[src/rtl/sr_sched_pkg.sv]
package sr_sched_pkg;
  typedef enum logic [1:0] {
    CMD_NONE     = 2'd0,
    CMD_PRE_ALL  = 2'd1,
    CMD_REFRESH  = 2'd2,
    CMD_SR_ENTER = 2'd3
  } sr_cmd_e;

  typedef enum logic [2:0] {
    ST_IDLE,
    ST_PRE,
    ST_REF,
    ST_GAP,
    ST_SRE
  } seq_state_e;
endpackage

[src/rtl/sr_interval_timer.sv]
module sr_interval_timer #(
  parameter int INT_W = 18
) (
  input  logic             clk,
  input  logic             rst,
  input  logic             run,
  input  logic [INT_W-1:0] interval,
  output logic             tick
);
  logic [INT_W-1:0] cnt;

  always_ff @(posedge clk) begin
    if (rst || !run) begin
      cnt  <= '0;
      tick <= 1'b0;
    end else if (cnt == interval) begin
      cnt  <= '0;
      tick <= 1'b1;
    end else begin
      cnt  <= cnt + 1'b1;
      tick <= 1'b0;
    end
  end

  // ticks are spaced by the interval, never adjacent unless it is zero
  a_r2_tick_spacing: assert property (@(posedge clk) disable iff (rst)
    (tick && interval != '0) |=> !tick);
endmodule

[src/rtl/sr_exit_timer.sv]
module sr_exit_timer #(
  parameter int EXIT_W = 5
) (
  input  logic              clk,
  input  logic              rst,
  input  logic              load,
  input  logic [EXIT_W-1:0] exit_nops,
  input  logic              block_access,
  output logic              nop_busy,
  output logic              hold
);
  localparam int CNT_W = EXIT_W + 5;

  logic [CNT_W-1:0] nop_cnt;
  logic [CNT_W-1:0] hold_cnt;
  logic [EXIT_W:0]  field_p1;
  logic [CNT_W-1:0] nop_len;
  logic [CNT_W-1:0] hold_len;

  always_comb begin
    field_p1 = {1'b0, exit_nops} + {{EXIT_W{1'b0}}, 1'b1};
    hold_len = {field_p1, 4'b0000};
    nop_len  = (exit_nops == '0) ? CNT_W'(16) : CNT_W'({exit_nops, 4'b0000});
  end

  always_ff @(posedge clk) begin
    if (rst) begin
      nop_cnt  <= '0;
      hold_cnt <= '0;
      hold     <= 1'b0;
    end else if (load) begin
      nop_cnt  <= nop_len;
      hold_cnt <= block_access ? hold_len : '0;
      hold     <= block_access;
    end else begin
      if (nop_cnt != '0) nop_cnt <= nop_cnt - 1'b1;
      if (hold_cnt != '0) hold_cnt <= hold_cnt - 1'b1;
      hold <= (hold_cnt > CNT_W'(1));
    end
  end

  assign nop_busy = (nop_cnt != '0);

  // the hold window only starts at an exit
  a_r9_hold_starts_on_load: assert property (@(posedge clk) disable iff (rst)
    (!hold && !load) |=> !hold);
endmodule

[src/rtl/sr_cmd_seq.sv]
module sr_cmd_seq
  import sr_sched_pkg::*;
#(
  parameter int NCS     = 3,
  parameter int BURST_W = 2,
  parameter int TRC_W   = 4
) (
  input  logic               clk,
  input  logic               rst,
  input  logic               sw_pre,
  input  logic               sw_ref,
  input  logic               sw_tog,
  input  logic               tick,
  input  logic               ref_en,
  input  logic [NCS-1:0]     cs_en,
  input  logic [BURST_W-1:0] burst,
  input  logic [TRC_W-1:0]   trc,
  input  logic               nop_busy,
  output logic               cmd_valid,
  output logic [1:0]         cmd_kind,
  output logic [NCS-1:0]     cmd_cs,
  output logic               act_block,
  output logic               selfref,
  output logic               sr_next,
  output logic               idle_next,
  output logic               exit_load
);
  seq_state_e         state, st_n;
  logic               grp, grp_n;
  logic [BURST_W-1:0] rem, rem_n;
  logic [TRC_W-1:0]   gap, gap_n;
  logic               pend_pre, pend_ref, pend_tick, pend_tog;
  logic               take_pre, take_ref, take_tick, take_tog, entering;
  sr_cmd_e            kind_n;

  always_comb begin
    st_n      = state;
    grp_n     = grp;
    rem_n     = rem;
    gap_n     = gap;
    sr_next   = selfref;
    exit_load = 1'b0;
    take_pre  = 1'b0;
    take_ref  = 1'b0;
    take_tick = 1'b0;
    take_tog  = 1'b0;
    entering  = 1'b0;
    unique case (state)
      ST_IDLE: begin
        if (selfref) begin
          if (pend_tog) begin
            sr_next   = 1'b0;
            take_tog  = 1'b1;
            exit_load = 1'b1;
          end
        end else if (!nop_busy) begin
          if (pend_tog) begin
            st_n     = ST_SRE;
            sr_next  = 1'b1;
            take_tog = 1'b1;
            entering = 1'b1;
          end else if (pend_pre) begin
            st_n     = ST_PRE;
            grp_n    = 1'b0;
            take_pre = 1'b1;
          end else if (pend_tick) begin
            st_n      = ST_PRE;
            grp_n     = 1'b1;
            rem_n     = burst;
            take_tick = 1'b1;
          end else if (pend_ref) begin
            st_n     = ST_REF;
            rem_n    = '0;
            take_ref = 1'b1;
          end
        end
      end
      ST_PRE: st_n = grp ? ST_REF : ST_IDLE;
      ST_REF: begin
        st_n  = ST_GAP;
        gap_n = trc;
      end
      ST_GAP: begin
        if (gap == '0) begin
          if (rem != '0) begin
            st_n  = ST_REF;
            rem_n = rem - 1'b1;
          end else begin
            st_n = ST_IDLE;
          end
        end else begin
          gap_n = gap - 1'b1;
        end
      end
      ST_SRE:  st_n = ST_IDLE;
      default: st_n = ST_IDLE;
    endcase
  end

  always_comb begin
    unique case (st_n)
      ST_PRE:  kind_n = CMD_PRE_ALL;
      ST_REF:  kind_n = CMD_REFRESH;
      ST_SRE:  kind_n = CMD_SR_ENTER;
      default: kind_n = CMD_NONE;
    endcase
  end

  assign idle_next = (st_n == ST_IDLE);

  always_ff @(posedge clk) begin
    if (rst) begin
      state     <= ST_IDLE;
      grp       <= 1'b0;
      rem       <= '0;
      gap       <= '0;
      selfref   <= 1'b0;
      pend_pre  <= 1'b0;
      pend_ref  <= 1'b0;
      pend_tick <= 1'b0;
      pend_tog  <= 1'b0;
      cmd_valid <= 1'b0;
      cmd_kind  <= CMD_NONE;
      cmd_cs    <= '0;
      act_block <= 1'b0;
    end else begin
      state     <= st_n;
      grp       <= grp_n;
      rem       <= rem_n;
      gap       <= gap_n;
      selfref   <= sr_next;
      pend_tog  <= (pend_tog & ~take_tog) | sw_tog;
      if (selfref || entering) begin
        pend_pre  <= 1'b0;
        pend_ref  <= 1'b0;
        pend_tick <= 1'b0;
      end else begin
        pend_pre  <= (pend_pre & ~take_pre) | sw_pre;
        pend_ref  <= (pend_ref & ~take_ref) | sw_ref;
        pend_tick <= ref_en & ((pend_tick & ~take_tick) | tick);
      end
      cmd_valid <= (kind_n != CMD_NONE);
      cmd_kind  <= kind_n;
      cmd_cs    <= (kind_n != CMD_NONE) ? cs_en : '0;
      act_block <= (st_n != ST_IDLE);
    end
  end

  // a refresh is followed by a silent, activate-blocked cycle
  a_r4_gap_after_ref: assert property (@(posedge clk) disable iff (rst)
    (cmd_valid && cmd_kind == CMD_REFRESH) |=> (!cmd_valid && act_block));

  // a group precharge is followed at once by a refresh
  a_r3_group_ref_follows: assert property (@(posedge clk) disable iff (rst)
    (state == ST_PRE && grp) |=> (cmd_valid && cmd_kind == CMD_REFRESH));
endmodule

[src/rtl/sr_refresh_sched.sv]
module sr_refresh_sched
  import sr_sched_pkg::*;
#(
  parameter int NCS     = 3,
  parameter int INT_W   = 18,
  parameter int BURST_W = 2,
  parameter int TRC_W   = 4,
  parameter int EXIT_W  = 5
) (
  input  logic               clk,
  input  logic               rst,
  input  logic               cfg_ref_en,
  input  logic [INT_W-1:0]   cfg_interval,
  input  logic [BURST_W-1:0] cfg_burst,
  input  logic [TRC_W-1:0]   cfg_trc,
  input  logic [NCS-1:0]     cfg_cs_en,
  input  logic [EXIT_W-1:0]  cfg_exit_nops,
  input  logic               cfg_block_access,
  input  logic               cfg_power_mode,
  input  logic [NCS-1:0]     cs_idle,
  input  logic               sw_precharge,
  input  logic               sw_refresh,
  input  logic               sw_sr_toggle,
  output logic               cmd_valid,
  output logic [1:0]         cmd_kind,
  output logic [NCS-1:0]     cmd_cs,
  output logic               act_block,
  output logic               txn_hold,
  output logic [NCS-1:0]     cke,
  output logic               stat_selfref,
  output logic               stat_lowpower
);
  logic           tick;
  logic           nop_busy;
  logic           sr_next;
  logic           idle_next;
  logic           exit_load;
  logic [NCS-1:0] cke_n;

  sr_interval_timer #(.INT_W(INT_W)) u_timer (
    .clk      (clk),
    .rst      (rst),
    .run      (cfg_ref_en & ~stat_selfref),
    .interval (cfg_interval),
    .tick     (tick)
  );

  sr_exit_timer #(.EXIT_W(EXIT_W)) u_exit (
    .clk          (clk),
    .rst          (rst),
    .load         (exit_load),
    .exit_nops    (cfg_exit_nops),
    .block_access (cfg_block_access),
    .nop_busy     (nop_busy),
    .hold         (txn_hold)
  );

  sr_cmd_seq #(.NCS(NCS), .BURST_W(BURST_W), .TRC_W(TRC_W)) u_seq (
    .clk       (clk),
    .rst       (rst),
    .sw_pre    (sw_precharge),
    .sw_ref    (sw_refresh),
    .sw_tog    (sw_sr_toggle),
    .tick      (tick),
    .ref_en    (cfg_ref_en),
    .cs_en     (cfg_cs_en),
    .burst     (cfg_burst),
    .trc       (cfg_trc),
    .nop_busy  (nop_busy),
    .cmd_valid (cmd_valid),
    .cmd_kind  (cmd_kind),
    .cmd_cs    (cmd_cs),
    .act_block (act_block),
    .selfref   (stat_selfref),
    .sr_next   (sr_next),
    .idle_next (idle_next),
    .exit_load (exit_load)
  );

  generate
    for (genvar i = 0; i < NCS; i++) begin : g_cke
      assign cke_n[i] = ~sr_next & ~(cfg_power_mode & cs_idle[i] & idle_next);
      always_ff @(posedge clk) begin
        if (rst) cke[i] <= 1'b1;
        else     cke[i] <= cke_n[i];
      end
    end
  endgenerate

  always_ff @(posedge clk) begin
    if (rst) stat_lowpower <= 1'b0;
    else     stat_lowpower <= ~&cke_n;
  end

  // clock enable is low for every chip select while in self-refresh
  a_r6_cke_low_in_sr: assert property (@(posedge clk) disable iff (rst)
    stat_selfref |-> (cke == '0));

  // only the entry command may appear while in self-refresh
  a_r7_quiet_in_sr: assert property (@(posedge clk) disable iff (rst)
    stat_selfref |-> (!cmd_valid || cmd_kind == CMD_SR_ENTER));

  // no command while the exit NOP period runs
  a_r8_exit_quiet: assert property (@(posedge clk) disable iff (rst)
    nop_busy |-> !cmd_valid);

  // low-power flag follows the clock enables
  a_r10_lowpower_mirror: assert property (@(posedge clk) disable iff (rst)
    stat_lowpower == ~&cke);
endmodule

[config.mk]
export PLATFORM = sky130hd
export DESIGN_NAME = sr_refresh_sched
export DESIGN_NICKNAME = d
export VERILOG_FILES = /design/src/rtl/sr_sched_pkg.sv /design/src/rtl/sr_interval_timer.sv /design/src/rtl/sr_exit_timer.sv /design/src/rtl/sr_cmd_seq.sv /design/src/rtl/sr_refresh_sched.sv
export SDC_FILE = /design/constraint.sdc
export NUM_CORES = 1
export LEC_CHECK = 0
export ABC_AREA = 1
export BUFFER_PORTS_ARGS = -buffer_cell sky130_fd_sc_hd__clkbuf_2
export CAP_MARGIN = 20
export CORE_UTILIZATION = 45
export CTS_CLUSTER_DIAMETER = 60
export CTS_CLUSTER_SIZE = 8
export DETAILED_ROUTE_END_ITERATION = 10
export PLACE_DENSITY = 0.7
export SKIP_LAST_GASP = 1
export SYNTH_ARGS = -nofsm -noshare
export SYNTH_HDL_FRONTEND = slang
export SYNTH_SLANG_ARGS = --single-unit
[constraint.sdc]
create_clock -name clk -period 2.1 [get_ports clk]
set_clock_uncertainty 0.1 [all_clocks]
set_input_delay 0.315 -clock clk [delete_from_list [all_inputs] [get_ports clk]]
set_output_delay 0.315 -clock clk [all_outputs]
set_load 0.03 [all_outputs]
After elaboration in Yosys (flattened, before gate mapping)
Cells that the tools add are included.
{"block": "word_totals", "register_bits": 66, "input_bits": 43, "output_inout_bits": 13}
{"block": "op_classes", "addsub": 6, "n_lt_le_gt_ge": 1, "eq_ne": 15, "muxes": 61, "bitwise_logic": 31, "reduce_logical": 25}
{"operator": "$mux W10", "count": 5}
{"operator": "$mux W1", "count": 33}
{"operator": "$mux W3", "count": 7}
{"operator": "$mux W2", "count": 10}
{"operator": "$reduce_bool A10 Y1", "count": 2}
{"operator": "$sub A10 B1 Y10 const B", "count": 2}
{"operator": "$add A18 B1 Y18 const B", "count": 1}
{"operator": "$eq A18 B18 Y1", "count": 1}
{"operator": "$and A1 B1 Y1", "count": 15}
{"operator": "$reduce_bool A2 Y1", "count": 7}
{"operator": "$not A1 Y1", "count": 12}
{"operator": "$pmux W3 S4", "count": 1}
{"operator": "$gt A10 B1 Y1 const B", "count": 1}
{"operator": "$ne A2 B2 Y1 const B", "count": 5}
{"operator": "$eq A3 B2 Y1 const B", "count": 3}
{"operator": "$mux W9", "count": 1}
{"operator": "$pmux W4 S2", "count": 1}
{"operator": "$reduce_and A8 Y1", "count": 1}
{"operator": "$add A5 B1 Y6 const B", "count": 1}
{"operator": "$eq A3 B1 Y1 const B", "count": 2}
{"operator": "$logic_not A3 Y1", "count": 2}
{"operator": "$pmux W2 S3", "count": 1}
{"operator": "$reduce_or A2 Y1", "count": 3}
{"operator": "$logic_not A5 Y1", "count": 1}
{"operator": "15 further kinds", "count": 21}

Logic depth before layout (Yosys ltp)
Gate-level depths: netlist of the first run.
{"block": "depth", "word_depth": 13, "mapped_depth": 13, "mapped_depth_nobuf": 13}

Modules after synthesis
Synthesis of the first run repeated with hierarchy kept, for this count alone.
{"block": "unflattened", "hier_cells": 587, "hier_area_um2": 3871.2}
{"mod": "sr_exit_timer", "n_inst": 1, "cells_each": 209, "area_each_um2": 1368.8, "seq_area_each_um2": 420.4}
{"mod": "sr_interval_timer", "n_inst": 1, "cells_each": 206, "area_each_um2": 1275.0, "seq_area_each_um2": 380.4}
{"mod": "sr_cmd_seq", "n_inst": 1, "cells_each": 152, "area_each_um2": 1077.3, "seq_area_each_um2": 440.4}
{"mod": "sr_refresh_sched", "n_inst": 1, "cells_each": 20, "area_each_um2": 150.1, "seq_area_each_um2": 80.1}

Worst setup path before layout of the first run
OpenSTA, ideal clock, no wires.
{"block": "synth_path", "kind": "reg2reg", "startpoint": "reg u_seq.gap[0]", "endpoint": "reg u_seq.act_block", "t_arrival_ns": 1.461, "path_slack_ns": 0.430, "stages_incl_launch_ff": 14, "path_buffers": 0, "path_cell_list": "dfxtp_1 > inv_1 > ha_1 > inv_1 > nor2_2 > nand2_2 > o21ai_4 > nand2_2 > nor2_2 > nand2_2 > nor2_2 > nand2_1 > nand2_1 > inv_1"}
{"block": "synth_between", "elab_chain_cells": 4}
{"element": "from (decl)", "line": "sr_cmd_seq.sv:31", "text": "logic [TRC_W-1:0] gap, gap_n;"}
{"element": "from (signal assigned)", "line": "sr_cmd_seq.sv:130", "text": "gap <= gap_n;"}
{"element": "$logic_not A4 Y1", "line": "sr_cmd_seq.sv:84", "text": "if (gap == '0) begin"}
{"element": "$mux W3", "line": "sr_cmd_seq.sv:84"}
{"element": "$pmux W3 S4", "line": "sr_cmd_seq.sv:48", "text": "unique case (state)"}
{"element": "$reduce_bool A3 Y1", "line": "sr_cmd_seq.sv:145", "text": "act_block <= (st_n != ST_IDLE);"}
{"element": "to (signal assigned)", "line": "sr_cmd_seq.sv:145"}
{"element": "to (decl)", "line": "sr_cmd_seq.sv:22", "text": "output logic act_block,"}
Every way passes these cells.
A chain may end at the register's enable or synchronous reset.

Worst setup path after layout of the first run
{"block": "layout_path", "startpoint": "reg u_exit.nop_cnt[0]", "endpoint": "reg u_seq.cmd_cs[0]"}
{"block": "layout_between", "elab_chain_cells": 9, "elab_cells_between_ends": 11, "classes_between": "eq/ne (3); mux (4); bitwise (1); reduce/logical (3)"}
{"element": "from (decl)", "line": "sr_exit_timer.sv:14", "text": "logic [CNT_W-1:0] nop_cnt;"}
{"element": "from (signal assigned)", "line": "sr_exit_timer.sv:32", "text": "nop_cnt <= nop_len;"}
{"element": "from (signal assigned)", "line": "sr_exit_timer.sv:36", "text": "if (nop_cnt != '0) nop_cnt <= nop_cnt - 1'b1;"}
{"element": "$reduce_bool A10 Y1 (*)", "line": "sr_exit_timer.sv:42", "text": "assign nop_busy = (nop_cnt != '0);"}
{"element": "$mux W3 (*)", "line": "sr_cmd_seq.sv:56", "text": "end else if (!nop_busy) begin"}
{"element": "$mux W3 (*)", "line": "sr_cmd_seq.sv:50", "text": "if (selfref) begin"}
{"element": "$pmux W3 S4 (*)", "line": "sr_cmd_seq.sv:48"}
{"element": "$eq A3 B3 Y1, or another cell as far along", "line": "sr_cmd_seq.sv:101", "text": "unique case (st_n)"}
{"element": "$pmux W2 S3 (*)", "line": "sr_cmd_seq.sv:101"}
{"element": "$reduce_bool A2 Y1 (*)", "line": "sr_cmd_seq.sv:144", "text": "cmd_cs <= (kind_n != CMD_NONE) ? cs_en : '0;"}
{"element": "$not A1 Y1 (no source line) (*)"}
{"element": "$reduce_or A2 Y1 (no source line) (*)"}
{"element": "to (signal assigned)", "line": "sr_cmd_seq.sv:144"}
{"element": "to (decl)", "line": "sr_cmd_seq.sv:21", "text": "output logic [NCS-1:0] cmd_cs,"}
Mark *: on every way between the ends. The rest lies on a longest branch, timed or not.

==> impl_metrics.ini, run 1 <==
[pwr]
ir_worst_vdd_mv = 0.382
power_density_mw_per_mm2 = 1250
p_leak_nw = 1.94

[route]
drc = 0
ant_nets = 0
finalWirelength_mm = 7.60
viasPerCell = 4.92
drt_first_pass_iters = 4
num_vias = 3260
wl_per_cell_um = 11.5
drt_iter0_drc = 136

[logic_synthesis]
yosysSeqAreaShare = 0.363
synthDistinctLibCells = 45
avgSynthCellArea_um2 = 7.35
synth_ff_type = dfxtp_1
postSynth.asyncResetShare = 0
synth-edff-count = 0
syn_nets = 548
ys_warn_count = 0
syn_area_mm2 = 0.00364
synth_cells = 496
ys_ff_latch = 66

[cts]
cts_setup_buffers = 0
cts_buffers = 9
cts.htree.levels = 3
clockBufferDepth = 2
clock_tree.root_cell = clkbuf_8
clk_pin_slew_worst_paths_ns = 0.08
cts_tree = yes
cts_sinks = 66
clk_latency_ns = 0.35

[floorplanning]
io_pins = 56
fp.dieH_um = 92.0
dieArea_mm2 = 0.00846
dieWidth_um = 92.0
core-area_mm2 = 0.00777
initial_core_util = 0.469
rows = 32

[sta]
worstMarginPinSlew_ns = 0.391
finalHoldViolations = 0
tns_ns = 0
slew_headroom = 0.737
rsz0062_at_grt = false
min_period_over_period = 0.894
hold_slack_ns = 0.0476
setup_violations = 0
slew_violations = 0
fmax_mhz = 533
fin_crit_ns = 1.88

[global_route]
grt_pass1_wl_mm = 13.0
grt_pass1_vias = 3105
track_usage = 0.193
antenna_found_initial = 0
grt_max_degree = 19
gr-total-overflow = 0

[cells_and_area]
area.growth.synth_to_final_pct = 16.5
diodes = 0
final_common_cell = nor2_1
fin_nets = 607
final_util = 0.547
drive_above_1_share = 0.204
instances_no_fill = 662
final_cell_mix = nor2_1 (80), inv_1 (75), dfxtp_1 (66), nand2_1 (55), clkbuf_2 (55)

[worst_setup_path]
cp_max_fo = 6
critical_path_arrival_ns = 2.03
required_ns = 2.26
critPathKind = reg -> reg
worstSetupEndpointType = register
start_kind = register

[placed_design]
place_inst = 646
io_buffers = 55
place_congestion = 0.869
dp_hpwl_mm = 5.89

[run_status]
status = finished, final reports clean

[hold_path]
hp-class = in -> reg

[run]
cap_violations = 0
## final timing paths
path                             startpoint                    endpoint  slack, ns  cells past startpoint
max          u_exit.nop_cnt[0]$_SDFFE_PP0P_  u_seq.cmd_cs[0]$_SDFF_PP0_       0.22                     11
min                            cfg_cs_en[1]  u_seq.cmd_cs[1]$_SDFF_PP0_       0.05                      3
max reg2reg  u_exit.nop_cnt[0]$_SDFFE_PP0P_  u_seq.cmd_cs[0]$_SDFF_PP0_       0.22                     11
min reg2reg       u_seq.rem[1]$_SDFFE_PP0P_   u_seq.rem[1]$_SDFFE_PP0P_       0.36                      2
## Yosys cell counts (6+ instances only)
| cell type | count | share of area |
|---|---|---|
| ha_1 | 9 | 0.031 |
| inv_1 | 75 | 0.077 |
| nand2_2 | 10 | 0.017 |
| xnor2_1 | 14 | 0.034 |
| dfxtp_1 | 66 | 0.36 |
| nor2_2 | 9 | 0.015 |
| o21ai_0 | 16 | 0.022 |
| nand3_1 | 24 | 0.033 |
| nand2_1 | 55 | 0.057 |
| nand4_1 | 11 | 0.019 |
| xor2_1 | 25 | 0.060 |
| nor3_1 | 13 | 0.018 |
| a211oi_1 | 6 | 0.012 |
| nor2_1 | 80 | 0.082 |
| a21oi_1 | 26 | 0.036 |
## where the power goes
| group | switching, mW | internal [mW] |
|---|---|---|
| Clock | 0.521 | 0.800 |
| Sequential | 0.195 | 1.56 |
| Combinational | 1.45 | 0.784 |
## per-stage QoR
stage | power [mW] | worst slack (ns) | area [um2]
global placement | 3.97 | 0.225 | 4000
CTS | 5.34 | 0.207 | 4250
detailed placement | 4.00 | 0.221 | 4000
floorplan | 3.52 | 0.430 | 3640
finish | 5.31 | 0.222 | 4250
global route | 5.73 | 0.0342 | 4250
## kinds of logic (layout without fill, tap and decap cells)
group                    Yosys count  count (layout)  synth area share
XOR/XNOR                          39              39            0.0938
adder cells (fa/ha/maj)            9               9            0.0309
AO/OA/AOI/OAI                     67              67             0.110
AND/OR/NAND/NOR                  225             225             0.301
buffers and inverters             90             154             0.101
flip-flops                        66              66             0.363
## sequential cells by signal, summed over array words and instances, names as in the netlist
signal / cells
u_seq.pend_pre: 1
u_seq.pend_tog: 1
u_timer.cnt: 18
u_exit.hold_cnt: 10
u_seq.cmd_cs: 3
u_seq.pend_tick: 1
u_seq.grp: 1
u_seq.act_block: 1
u_seq.gap: 4
stat_lowpower: 1
u_seq.rem: 2
u_seq.selfref: 1
u_seq.cmd_kind: 2
u_seq.pend_ref: 1
u_seq.cmd_valid: 1
u_timer.tick: 1
u_exit.nop_cnt: 10
cke: 3
u_seq.state: 3
u_exit.hold: 1
## worst max-delay path, stage by stage (launching register included)
cell	delay, ns
dfxtp_1	0.31
inv_1	0.12
ha_1	0.24
nand2_2	0.08
nor3_4	0.33
nand4_2	0.17
nand2_2	0.12
inv_2	0.04
nand2_2	0.07
nand3_2	0.07
nand2_2	0.10
nor2_1	0.04
## area by class of cell
type                    instances  area (um2)
repair buffers                 57         290
clock buffers                   9         124
flip-flops and latches         66        1320
clock inverters                 7         124
fillers                       739        3520
multi-input cells             340        1950
inverters                      81         305
well taps                     102         128
## layer usage
metal / vias up / part of all wire / GRT usage
li1: 1717 / - / -
met3: 12 / 0.043 / 0.0572
met4: 0 / 0.017 / 0.0729
met2: 58 / 0.48 / 0.335
met1: 1473 / 0.46 / 0.223
met5: - / 0 / 0
## repair_timing
| action | in CTS | in global routing |
|---|---|---|
| setup endpoints to repair | 0 | 1 |
| hold buffers | 0 | 0 |
| resized for setup | 0 | 1 |
(Power assumes the default switching activity.)
==> run 2: changes to the inputs <==
ABC_AREA = default   (was 1)
==> run 2 against run 1 <==
Compared with the run above:
- the run now ends with negative setup slack left
- critical path depth decreased by 6
- largest power group unchanged
- non-clock buffer count increased by 30
- die area decreased by 9.6%
- first-iteration DRC count decreased by 21%
- sequential power decreased by 6%
- register-to-register slack got worse by 0.26 ns
- combinational power decreased by 9.4%
- via count decreased by 6.3%
- global-route usage increased by 1.2 points
==> impl_metrics.ini, run 2 <==
[run_status]
status = finished with violations
violations = negative setup slack

[logic_synthesis]
yosysSeqAreaShare = 0.402
synth_top_area_cell = dfxtp_1
synth_common_cells = dfxtp_1 (66), nor2_1 (64), xnor2_1 (30), a21oi_1 (24), nand2_1 (23)
synth-edff-count = 0
syn_nets = 445
postSynth.asyncResetShare = 0
syn_area_mm2 = 0.00328
avgSynthCellArea_um2 = 8.36
ys_warn_count = 0
yosysTopAreaCellShare = 0.402
synthDistinctLibCells = 47
synth_ff_type = dfxtp_1
synth_most_common_cell = dfxtp_1
ys_ff_latch = 66
synth_cells = 393
synth_area_leaders = dfxtp_1 (40%), xnor2_1 (8.0%), nor2_1 (7.3%)

[cells_and_area]
largest_reg_flops = 18
area.growth.synth_to_final_pct = 26.0
final_common_cell = nor2_1
diodes = 0
drive_above_1_share = 0.253
final_cell_mix = nor2_1 (63), dfxtp_1 (61), clkbuf_2 (55), buf_4 (32), xnor2_1 (30)
fin_nets = 530
instances_no_fill = 579
top_regs = u_timer.cnt x18, u_exit.hold_cnt x10, u_exit.nop_cnt x10
largest_register = u_timer.cnt
final_area_mm2 = 0.00414

[cts]
cts_sinks = 66
clk_latency_ns = 0.34
clockBufferDepth = 2
cts_buffers = 9
post_cts_hold_buffer_count = 0
cts_tree = yes
clock_tree.root_cell = clkbuf_8
clk_pin_slew_worst_paths_ns = 0.07
cts.htree.levels = 3

[pwr]
p_comb_frac = 0.417
switchingPower_mw = 1.73
power_density_mw_per_mm2 = 1170
ir_worst_vdd_mv = 0.693
intPower_mw = 3.11
switching_share = 0.358
p_leak_nw = 1.70
clockPowerShare = 0.242
power.share.sequential = 0.341

[route]
wl_per_cell_um = 12.8
ant_nets = 0
drt_iter0_drc = 107
finalWirelength_mm = 7.42
viasPerCell = 5.28
wl_met1_mm = 3.41
drc = 0
num_vias = 3055
maxUsedRoutingLayer = met4
wl_met2_mm = 3.56
drt_first_pass_iters = 4
met3_length_um = 350

[sta]
slew_violations = 0
finalHoldViolations = 0
fmax_mhz = 467
setup_violations = 1
fin_crit_ns = 2.14
min_period_over_period = 1.02
slew_headroom = 0.636
post-route-worst-setup-slack_ns = -0.0403
worstMarginPinSlew_ns = 0.541
rsz0062_at_grt = true

[placed_design]
place_inst = 562
post_dp_cell_area_mm2 = 0.00387
dp_hpwl_mm = 5.54
io_buffers = 55
place_congestion = 0.829

[floorplanning]
initial_core_util = 0.476
core-area_mm2 = 0.00691
dieWidth_um = 87.4
dieArea_mm2 = 0.00764
fp.dieH_um = 87.4
rows = 30
io_pins = 56

[worst_setup_path]
cpMaxStageDelayCell = or4_4
start_kind = register
required_ns = 2.23
critical_path_arrival_ns = 2.27
path_common_cell = or4_4
cp_max_fo = 4
critPathMaxStageDelay_ns = 0.56
reg2reg_slack_ns = -0.04
crit_chain = or4_4 > or4_4 > or3_1 > a21oi_1 > nor3b_1
critPathKind = reg -> reg
worstSetupEndpointType = register

[global_route]
antenna_found_initial = 0
grt_pass1_wl_mm = 12.3
gr-total-overflow = 0
grt_pass1_vias = 2862
track_usage = 0.206
grt_max_degree = 30

[run]
cap_violations = 0

[hold_path]
hp-class = in -> reg
-- run 2: cell count changes after synthesis, sizes merged, moves of 7 or more --
| cell | delta |
|---|---|
| clkbuf | +8 |
| nand2 | -43 |
| nor2b | +8 |
| nand3 | -13 |
| xor2 | -8 |
| nand2b | +7 |
| nor2 | -30 |
| xnor2 | +16 |
| inv | -63 |
| o21ai | -13 |
-- run 2: worst paths after layout --
| check | start | end | depth (start not counted) |
|---|---|---|---|
| worst max-delay path | u_exit.nop_cnt[6]$_SDFFE_PP0P_ | u_seq.pend_tick$_SDFF_PP0_ | 5 |
| worst min-delay path | cs_idle[1] | cke[1]$_SDFF_PP1_ | 2 |
| worst max register to register | u_exit.nop_cnt[6]$_SDFFE_PP0P_ | u_seq.pend_tick$_SDFF_PP0_ | 5 |
| worst min register to register | u_seq.rem[1]$_SDFFE_PP0P_ | u_seq.rem[1]$_SDFFE_PP0P_ | 2 |
-- run 2: cell type report --
| type | count | area [um2] |
|---|---|---|
| Tap cell | 96 | 120 |
| Multi-Input combinational cell | 297 | 1890 |
| Clock buffer | 11 | 141 |
| Fill cell | 649 | 2770 |
| Inverter | 17 | 63.8 |
| Timing Repair Buffer | 87 | 515 |
| Clock inverter | 5 | 77.6 |
| Sequential cell | 66 | 1330 |
-- run 2: stage by stage --
step	utilization	hold slack, ns	power [mW]	setup TNS [ns]	worst slack (ns)
floorplan	-	0.307	2.95	-0.128	-0.0797
global placement	0.560	0.352	3.54	-0.0629	-0.0519
detailed placement	0.560	0.365	3.58	-0.224	-0.0736
CTS	0.593	0.0401	4.78	-0.0297	-0.0292
global route	0.599	0.0393	5.15	-0.479	-0.0834
finish	0.599	0.0555	4.84	-0.0403	-0.0403
-- run 2: timing repair --
item                       CTS  global route
setup endpoints to repair    7            13
resized for setup            1             9
pin swaps                    1             5
setup buffers                0             1
-- run 2: critical path, delay by kind of cell, from the launching register on --
| kind | cells | cell delay, ns |
|---|---|---|
| flip-flops | 1 | 0.32 |
| AO/OA/AOI/OAI | 1 | 0.13 |
| AND/OR/NAND/NOR | 4 | 1.47 |
-- run 2: logic make-up (layout without fill, tap and decap cells) --
kind of cell	after synthesis	in the layout	share of synthesized area
flops	66	66	0.402
fa+ha+maj	9	9	0.0343
simple gates	176	176	0.271
xor+xnor	47	47	0.125
mux	3	3	0.00914
buf+inv	30	120	0.0347
compound gates	62	62	0.123
-- run 2: metal layers --
metal,vias up,GRT usage
li1,1543,-
met2,75,0.352
met5,-,0
met1,1425,0.247
met4,0,0.0671
met3,12,0.0588
-- run 2: power groups by stage --
stage               Clock [mW]  Combinational, mW  Sequential (mW)
finish                    1.17               2.02             1.65
global route              1.25               2.22             1.68
CTS                       1.20               1.93             1.64
detailed placement           0               1.91             1.67
global placement             0               1.88             1.66
floorplan                    0               1.15             1.81
==> run 3: changes to the inputs <==
BUFFER_PORTS_ARGS = default   (was -buffer_cell sky130_fd_sc_hd__clkbuf_2)
DONT_BUFFER_PORTS = 1   (was default)
PLACE_DENSITY = 0.64   (was 0.7)
==> run 3 against run 2 <==
Compared with the run above:
- die area unchanged
- wire length increased by 1.3%
- final cell count decreased by 7.6%
- total power decreased by 5.1%
- global-route usage increased by 0.58 points
- maximum frequency decreased by 0.31%
- the run still ends with negative setup slack left
- count of clock-buffer cells in the layout decreased by 2
- worst setup slack got worse by 0.0066 ns
- first-iteration DRC count increased by 32%
==> impl_metrics.ini, run 3 (same netlist as run 2, synthesis figures left out) <==
[run_status]
status = finished with violations
violations = negative setup slack

[worst_setup_path]
critPathKind = reg -> reg
required_ns = 2.25
critical_path_arrival_ns = 2.30
reg2reg_slack_ns = -0.05
start_kind = register
cp_max_fo = 4
worstSetupEndpointType = register

[route]
wl_per_cell_um = 14.0
ant_nets = 0
drt_iter0_drc = 141
drt_first_pass_iters = 5
finalWirelength_mm = 7.51
drc = 0
num_vias = 2898
viasPerCell = 5.42

[cells_and_area]
top_regs = u_timer.cnt x18, u_exit.hold_cnt x10, u_exit.nop_cnt x10
area.growth.synth_to_final_pct = 20.3
largest_reg_flops = 18
final_area_mm2 = 0.00395
diodes = 0
drive_above_1_share = 0.157
final_cell_mix = nor2_1 (62), dfxtp_1 (62), buf_4 (31), xnor2_1 (30), nand2_1 (23)
fin_nets = 486
final_util = 0.572
largest_register = u_timer.cnt

[global_route]
gr-total-overflow = 0
grt_pass1_wl_mm = 12.4
track_usage = 0.211
grt_pass1_vias = 2755
grt_max_degree = 24
antenna_found_initial = 0

[floorplanning]
io_pins = 56
core-area_mm2 = 0.00691
initial_core_util = 0.476
dieArea_mm2 = 0.00764
rows = 30
fp.dieH_um = 87.4
dieWidth_um = 87.4

[pwr]
p_leak_nw = 1.50
intPower_mw = 2.81
finalPower_mw = 4.59
switchingPower_mw = 1.78
clockPowerShare = 0.211
p_comb_frac = 0.401
ir_worst_vdd_mv = 0.619
switching_share = 0.387
power_density_mw_per_mm2 = 1160
power.share.sequential = 0.388

[sta]
slew_violations = 0
rsz0062_at_grt = true
setup_violations = 1
slew_headroom = 0.355
min_period_over_period = 1.02
worstMarginPinSlew_ns = 0.964
fmax_mhz = 466
hold_slack_ns = 0.0224
fin_crit_ns = 2.15
finalHoldViolations = 0
post-route-worst-setup-slack_ns = -0.0468

[placed_design]
post_dp_cell_area_mm2 = 0.00361
place_congestion = 0.878
dp_hpwl_mm = 5.38
io_buffers = 0

[cts]
clk_pin_slew_worst_paths_ns = 0.08
cts_buffers = 9
cts_sinks = 66
cts_tree = yes
clock_tree.root_cell = clkbuf_8
cts_setup_buffers = 0
clockBufferDepth = 2
cts.htree.levels = 3
clk_latency_ns = 0.35

[hold_path]
hp-class = in -> reg

[run]
cap_violations = 0
## run 3: routing by layer
layer / wire length (um) / share of wire / track usage / vias up
li1: - / - / - / 1458
met1: 3380 / 0.45 / 0.253 / 1356
met3: 395 / 0.053 / 0.0645 / 8
met4: 66 / 0.0088 / 0.0700 / 0
met2: 3670 / 0.49 / 0.359 / 76
met5: 0 / 0 / 0 / -
## run 3: area by class of cell
class / instances / area, um2
clock buffers: 9 / 124
clock inverters: 7 / 51.3
fillers: 675 / 2960
inverters: 17 / 63.8
multi-input cells: 297 / 1900
flip-flops and latches: 66 / 1330
well taps: 96 / 120
repair buffers: 43 / 363
## run 3: through the flow
| step | TNS, ns | setup slack (ns) | cells |
|---|---|---|---|
| 3_3_place_gp | -0.0466 | -0.0464 | 508 |
| 3_5_place_dp | -0.116 | -0.0607 | 508 |
| 4_1_cts | -0.0194 | -0.0194 | 535 |
| 5_1_grt | -0.455 | -0.108 | 535 |
| 6_report | -0.0468 | -0.0468 | 535 |
| 2_1_floorplan | -0.128 | -0.0797 | 393 |
## run 3: path summary, 6_finish.rpt
| kind | startpoint | end | cells past startpoint |
|---|---|---|---|
| setup / recovery | u_exit.nop_cnt[4]$_SDFFE_PP0P_ | u_seq.pend_tick$_SDFF_PP0_ | 5 |
| hold / removal | cfg_ref_en | u_timer.tick$_SDFF_PP0_ | 2 |
| setup reg to reg | u_exit.nop_cnt[4]$_SDFFE_PP0P_ | u_seq.pend_tick$_SDFF_PP0_ | 5 |
| hold reg to reg | u_seq.rem[1]$_SDFFE_PP0P_ | u_seq.rem[1]$_SDFFE_PP0P_ | 2 |
## run 3: power by group through the flow
stage	logic, mW	registers, mW	clock network, mW
finish	1.84	1.78	0.970
global route	2.05	1.82	1.06
CTS	1.78	1.78	1.01
detailed placement	1.71	1.81	0
global placement	1.69	1.80	0
floorplan	1.15	1.81	0
## run 3: timing repair
action | CTS | global route
endpoints found under the setup margin | 8 | 12
pin swaps | 2 | 3
cloned | 0 | 0
endpoints found under the hold margin | 32 | 0
hold buffers | 11 | 0
resized for setup | 2 | 10
## run 3: worst max-delay path, stage by stage, from the launching register on
cell and delay [ns]:
dfxtp_2 0.33, or4_4 0.53, or4_4 0.57, or3_4 0.34
a21oi_2 0.12, nor3b_1 0.05
